`src/rtl/s2b_pkg.sv`:
```
package s2b_pkg;
    localparam int REG_W  = 128;
    localparam int HALF_W = REG_W / 2;
    localparam int LVL_W  = 2;
    localparam int SYN_W  = 6;
    localparam int OFF_W  = 12;
    localparam int NEST_W = 3;

    localparam logic [SYN_W-1:0] SYN_NARROW = 6'h18;
    localparam logic [SYN_W-1:0] SYN_WIDE   = 6'h14;
    localparam logic [OFF_W-1:0] REDIR_OFF  = 12'h020;

    typedef enum logic [1:0] {
        OUT_DONE  = 2'd0,
        OUT_UNDEF = 2'd1,
        OUT_TRAP  = 2'd2,
        OUT_REDIR = 2'd3
    } outcome_e;

    typedef struct packed {
        outcome_e             kind;
        logic [LVL_W-1:0]     tlvl;
        logic [SYN_W-1:0]     syn;
        logic                 blank;   // performed but backed by nothing
    } verdict_t;

    typedef struct packed {
        logic [REG_W-1:0] store;
        logic             rvalid;
        logic             ok;
        logic             undef;
        logic             trap;
        logic             redir;
        logic [LVL_W-1:0] tlvl;
        logic [SYN_W-1:0] syn;
        logic [REG_W-1:0] rdata;
    } ctl_t;
endpackage

```
`src/rtl/s2b_access_decode.sv`:
```
module s2b_access_decode
    import s2b_pkg::*;
(
    input  logic [LVL_W-1:0]  plvl,
    input  logic              wide,
    input  logic [NEST_W-1:0] nest,
    input  logic              have_lvl2,
    input  logic              have_lvl3,
    input  logic              wide_en,
    input  logic              undef_prio,
    input  logic              undef_sel,
    output verdict_t          verdict
);
    always_comb begin
        verdict = '{kind: OUT_UNDEF, tlvl: '0, syn: '0, blank: 1'b0};
        unique case (plvl)
            2'd0: verdict.kind = OUT_UNDEF;
            2'd1: begin
                if (!have_lvl2) begin
                    verdict.kind = OUT_UNDEF;
                end else if (nest[2] && nest[0]) begin
                    verdict.kind = OUT_REDIR;
                end else if (nest[0]) begin
                    verdict.kind = OUT_TRAP;
                    verdict.tlvl = 2'd2;
                    verdict.syn  = wide ? SYN_WIDE : SYN_NARROW;
                end else begin
                    verdict.kind = OUT_UNDEF;
                end
            end
            2'd2: begin
                if (!have_lvl2) begin
                    verdict.kind = OUT_UNDEF;
                end else if (wide && have_lvl3 && !wide_en) begin
                    if (undef_prio || undef_sel) begin
                        verdict.kind = OUT_UNDEF;
                    end else begin
                        verdict.kind = OUT_TRAP;
                        verdict.tlvl = 2'd3;
                        verdict.syn  = SYN_WIDE;
                    end
                end else begin
                    verdict.kind = OUT_DONE;
                end
            end
            default: begin
                verdict.kind  = OUT_DONE;
                verdict.blank = !have_lvl2;
            end
        endcase
    end
endmodule

```
`src/rtl/s2b_field_mask.sv`:
```
module s2b_field_mask
    import s2b_pkg::*;
#(
    parameter int ID_LO    = 48,
    parameter int ID_W     = 16,
    parameter int BASE_TOP = 47,
    parameter int XBASE_LO = 80,
    parameter int XBASE_W  = 8
) (
    input  logic             layout128,
    input  logic             id16_present,
    input  logic             id16_sel,
    input  logic             shared_feat,
    output logic [REG_W-1:0] mask
);
    localparam int ID_HALF     = ID_W / 2;
    localparam int WIDE_BASE_LO = 5;
    localparam int NARR_BASE_LO = 1;

    logic full_id;
    assign full_id = id16_present && id16_sel;

    always_comb begin
        mask = '0;
        for (int b = 0; b < ID_HALF; b++) mask[ID_LO + b] = 1'b1;
        for (int b = ID_HALF; b < ID_W; b++) mask[ID_LO + b] = full_id;
        mask[0] = shared_feat;
        if (layout128) begin
            for (int b = WIDE_BASE_LO; b <= BASE_TOP; b++) mask[b] = 1'b1;
            for (int b = 0; b < XBASE_W; b++) mask[XBASE_LO + b] = 1'b1;
            mask[2:1] = 2'b11;
        end else begin
            for (int b = NARR_BASE_LO; b <= BASE_TOP; b++) mask[b] = 1'b1;
        end
    end
endmodule

```
`src/rtl/s2b_csr_ctrl.sv`:
```
module s2b_csr_ctrl
    import s2b_pkg::*;
(
    input  logic              clk,
    input  logic              rst_n,
    input  logic              req_valid,
    input  logic              req_write,
    input  logic              req_wide,
    input  logic [1:0]        req_plvl,
    input  logic [127:0]      req_wdata,
    input  logic [2:0]        nest_ctl,
    input  logic              have_lvl2,
    input  logic              have_lvl3,
    input  logic              wide_en,
    input  logic              wide_undef_prio,
    input  logic              wide_undef_sel,
    input  logic              layout128,
    input  logic              id16_present,
    input  logic              id16_sel,
    input  logic              shared_feat,
    output logic              rsp_valid,
    output logic              rsp_ok,
    output logic              rsp_undef,
    output logic              rsp_trap,
    output logic [1:0]        rsp_trap_lvl,
    output logic [5:0]        rsp_syndrome,
    output logic              rsp_redir,
    output logic [11:0]       rsp_redir_off,
    output logic [127:0]      rsp_rdata
);
    verdict_t         verdict;
    logic [REG_W-1:0] fmask;
    logic [REG_W-1:0] view;
    logic [REG_W-1:0] store_q;
    ctl_t             ctl_d, ctl_q;

    s2b_access_decode u_decode (
        .plvl       (req_plvl),
        .wide       (req_wide),
        .nest       (nest_ctl),
        .have_lvl2  (have_lvl2),
        .have_lvl3  (have_lvl3),
        .wide_en    (wide_en),
        .undef_prio (wide_undef_prio),
        .undef_sel  (wide_undef_sel),
        .verdict    (verdict)
    );

    s2b_field_mask u_mask (
        .layout128    (layout128),
        .id16_present (id16_present),
        .id16_sel     (id16_sel),
        .shared_feat  (shared_feat),
        .mask         (fmask)
    );

    assign view = ctl_q.store & fmask;

    always_comb begin
        ctl_d        = ctl_q;
        ctl_d.rvalid = req_valid;
        ctl_d.ok     = 1'b0;
        ctl_d.undef  = 1'b0;
        ctl_d.trap   = 1'b0;
        ctl_d.redir  = 1'b0;
        ctl_d.tlvl   = '0;
        ctl_d.syn    = '0;
        ctl_d.rdata  = '0;
        if (req_valid) begin
            unique case (verdict.kind)
                OUT_DONE: begin
                    ctl_d.ok = 1'b1;
                    if (!verdict.blank) begin
                        if (req_write) begin
                            if (req_wide) begin
                                ctl_d.store = req_wdata & fmask;
                            end else begin
                                ctl_d.store[HALF_W-1:0] =
                                    req_wdata[HALF_W-1:0] & fmask[HALF_W-1:0];
                            end
                        end else if (req_wide) begin
                            ctl_d.rdata = view;
                        end else begin
                            ctl_d.rdata = {{HALF_W{1'b0}}, view[HALF_W-1:0]};
                        end
                    end
                end
                OUT_UNDEF: ctl_d.undef = 1'b1;
                OUT_TRAP: begin
                    ctl_d.trap = 1'b1;
                    ctl_d.tlvl = verdict.tlvl;
                    ctl_d.syn  = verdict.syn;
                end
                default: ctl_d.redir = 1'b1;
            endcase
        end
    end

    always_ff @(posedge clk) begin
        if (!rst_n) begin
            ctl_q <= '0;
        end else begin
            ctl_q <= ctl_d;
        end
    end

    assign store_q       = ctl_q.store;
    assign rsp_valid     = ctl_q.rvalid;
    assign rsp_ok        = ctl_q.ok;
    assign rsp_undef     = ctl_q.undef;
    assign rsp_trap      = ctl_q.trap;
    assign rsp_trap_lvl  = ctl_q.tlvl;
    assign rsp_syndrome  = ctl_q.syn;
    assign rsp_redir     = ctl_q.redir;
    assign rsp_redir_off = ctl_q.redir ? REDIR_OFF : '0;
    assign rsp_rdata     = ctl_q.rdata;
endmodule

```
`config.mk`:
```
export PLATFORM = sky130hd
export DESIGN_NAME = s2b_csr_ctrl
export DESIGN_NICKNAME = d
export VERILOG_FILES = /design/src/rtl/s2b_pkg.sv /design/src/rtl/s2b_access_decode.sv /design/src/rtl/s2b_field_mask.sv /design/src/rtl/s2b_csr_ctrl.sv
export SDC_FILE = /design/constraint.sdc
export NUM_CORES = 1
export LEC_CHECK = 0
export ABC_AREA = 1
export BUFFER_PORTS_ARGS = -buffer_cell sky130_fd_sc_hd__clkbuf_2
export CAP_MARGIN = 20
export CORE_ASPECT_RATIO = 0.75
export CORE_UTILIZATION = 54
export DETAILED_ROUTE_END_ITERATION = 16
export GPL_TIMING_DRIVEN = 0
export PLACE_DENSITY = 0.82
export REMOVE_ABC_BUFFERS = 1
export SLEW_MARGIN = 25
export SYNTH_ARGS = -nofsm -noshare
export SYNTH_HDL_FRONTEND = slang
export SYNTH_HIERARCHICAL = 1
export SYNTH_SLANG_ARGS = --single-unit
```
`constraint.sdc`:
```
create_clock -name clk -period 2.25 [get_ports clk]
set_clock_uncertainty 0.2 [all_clocks]
set_input_delay 0.1125 -clock clk [delete_from_list [all_inputs] [get_ports clk]]
set_output_delay 0.1125 -clock clk [all_outputs]
set_load 0.05 [all_outputs]
```
==> reports/results.txt <==
H-tree depth - 1
Clock Sinks - 269
Cts bufs inserted - 26
Detailed-route wire length - 28400 µm
Crit Path Max Fanout - 9
Layout cells sized above 1 - 0.191
I/O pin cnt - 300
Vias in the first global route - 9130
DR vias - 9884
RD Place Congestion - 0.792
Mapped Area - 10700 µm²
Reg clk slew, reported paths - 60 ps
GRT Overall Usage - 0.260
Initial antenna violation count - 1
First-pass GRT wire length - 42700 µm
Worst Hold Class - input port to flip-flop
Status - completed
Die X - 165 µm
Leakage - 6.68 nW
Cell Area, Placed - 11800 µm²
Die ar. - 20400 µm²
DRC Markers - 0
Layout fillers - 1344
Hold Fails Final Rpt - 0
Largest net degree at the start of global routing - 85
Number of distinct library cells after synthesis - 22
EDFF count, synth - 0
Number of setup violations in the final report - 0
CTS tree - done
Worst path bufs/invs - 5
CTS max path bufs - 3
CTS root buffer - clkbuf_16
Antenna Violating Nets Remaining - 0
Starting Density - 0.554
Final #Nets - 1992
Area contributors post-synth - dfxtp_1, nand2_1, nor2_1
Core ar. - 19400 µm²
# port buffers - 287
Minimum hold slack - 39.6 ps
Cell with the largest stage delay on the worst path - dlygate4sd3_1
Worst slew pin tran - 822 ps
Chip height - 124 µm
Critical path class - input port to flip-flop
Grt total ovfl - 0
Max-slew violation count - 0
Final Instance Area - 13900 µm²
Synth-to-layout area growth - 29.8%
Layout Utilization - 0.718
Vias per inst - 4.67
Most frequent CP cell - nand2_1
Area share of the largest cell type after synthesis - 0.502
Clk Latency, worst-skew pair - 520 ps
DR WL/cell - 13.4 µm
Crit path cell chain - dlygate4sd3_1 > clkbuf_2 > nand2_1 > inv_4 > nand2_1 > dlygate4sd3_1 > nand2_1 > nand2_1 > dlygate4sd3_1 > nor2_1
Flops & latches, synth - 269
Sequential element share of the synthesized area - 0.502
Worst EP required - 2500 ps
Peak VDD IR - 0.776 mV
Minimum clock period - 2150 ps
1st-iter DRT viols - 750
Asr flop ratio synth - 0
Crit path launch type - input port
Std cell rows - 44
Mean Syn Cell Area - 7.25 µm²
Number of warnings issued by yosys - 6
PwrDens - 764 nW/µm²
Crit path max-delay family - buffers and inverters
Final period util - 0.957
Count leader, synth - nand2_1
Maxcap violations - 0
Arrival time at the worst endpoint - 2400 ps
Drt first pass iters - 5
Post-DP HPWL - 16000 µm
Final total power - 0.0106 W
Worst slew margin - 0.451
CP max stage delay - 570 ps
Cell taking the most area after synthesis - dfxtp_1
Synth Instances - 1479
Post-synth top cells - nand2_1, nor2_1, dfxtp_1, buf_4, nand3_1
Fmax - 0.464 GHz
Worst Setup End Kind - flip-flop
Ys flop type - dfxtp_1
RSZ-0062 raised after global routing - false
## layer usage
metal | GRT usage | vias to the layer above | share of wire
met5 | 0 | - | 0
met4 | 0.119 | 0 | 0.042
met1 | 0.305 | 4494 | 0.40
li1 | - | 4906 | -
met2 | 0.462 | 390 | 0.50
met3 | 0.0493 | 94 | 0.064
## layout make-up
cell class / count / area, µm² / share of cell area
Multi-Input combinational cell: 1074 / 4240 / 0.305
Antenna cell: 3 / 7.51 / 0.000539
Inverter: 57 / 216 / 0.0156
Clock inverter: 14 / 181 / 0.0130
Tap cell: 253 / 317 / 0.0227
Clock buffer: 33 / 718 / 0.0516
Timing Repair Buffer: 413 / 2860 / 0.205
Sequential cell: 269 / 5390 / 0.387
## placed cells by master, fill, tap and decap left out, types with 2 or more instances in the layout
| cell | n |
|---|---|
| clkbuf_2 | 286 |
| buf_16 | 5 |
| a21oi_1 | 3 |
| nor2_1 | 399 |
| diode_2 | 3 |
| inv_1 | 55 |
| clkbuf_1 | 4 |
| conb_1 | 123 |
| nand3_1 | 61 |
| clkbuf_8 | 2 |
| clkinv_2 | 6 |
| nor2_4 | 5 |
| bufinv_16 | 4 |
| nor2_2 | 3 |
| ha_1 | 4 |
| a21oi_2 | 2 |
| buf_12 | 5 |
| nand2_1 | 468 |
| dlygate4sd3_1 | 114 |
| clkinvlp_4 | 3 |
| clkbuf_16 | 28 |
| dfxtp_1 | 269 |
## final timing paths
kind	from	cells after the start	slack (ps)	end
max reg2reg	store_q[79]$_SDFFE_PN0P_	4	1360	store_q[79]$_SDFFE_PN0P_
max	id16_sel	10	100	store_q[59]$_SDFFE_PN0P_
min reg2reg	store_q[55]$_SDFFE_PN0P_	2	230	rsp_rdata[55]$_SDFF_PP0_
min	req_write	6	40	store_q[76]$_SDFFE_PN0P_
## state kept, by name, indices dropped and copies added, names as in the netlist
| name | flops |
|---|---|
| rsp_redir | 1 |
| rsp_trap_lvl | 2 |
| rsp_undef | 1 |
| rsp_trap | 1 |
| store_q | 128 |
| rsp_ok | 1 |
| rsp_syndrome | 6 |
| rsp_rdata | 128 |
| rsp_valid | 1 |
## worst reg2reg max path, stage by stage (launching register included)
cell and delay (ps):
dfxtp_1 310, inv_1 60, nand2_1 60, nand2_1 100, nor2_1 40
## timing repair
item | 4_1_cts | 5_1_grt
pin swaps | 2 | 0
endpoints found under the hold margin | 120 | 0
setup endpoints to repair | 82 | 26
setup buffers | 1 | 0
cloned | 2 | 1
hold buffers | 115 | 0
gates resized for setup | 0 | 7
## cell families (layout without fill, tap and decap cells)
| group | Yosys count | count (layout) | synth area share |
|---|---|---|---|
| compound gates | 5 | 5 | 0.00233 |
| buf+inv | 257 | 517 | 0.148 |
| simple gates | 940 | 942 | 0.341 |
| flops | 269 | 269 | 0.502 |
| fa+ha+maj | 4 | 4 | 0.00467 |
| other cells | 4 | 126 | 0.00140 |
## per-stage QoR
stage / setup TNS [ps] / setup slack [ps] / instances
final: 0 / 96.6 / 2116
after global routing: 0 / 14.4 / 2114
after CTS: 0 / 40.2 / 2112
after detailed placement: -104440 / -828 / 1947
after global placement: -500940 / -3050 / 1938
after floorplan: -201180 / -1510 / 1398
## power by group
group | leakage (nW) | switching, W | total (W) | internal (W)
Clock | 0.437 | 0.00184 | 0.00457 | 0.00272
Sequential | 2.18 | 0.0000670 | 0.00496 | 0.00490
Combinational | 4.06 | 0.000651 | 0.00111 | 0.000456
Total | 6.68 | 0.00256 | 0.0106 | 0.00807
Note: power is estimated with default switching activity, not from simulation.
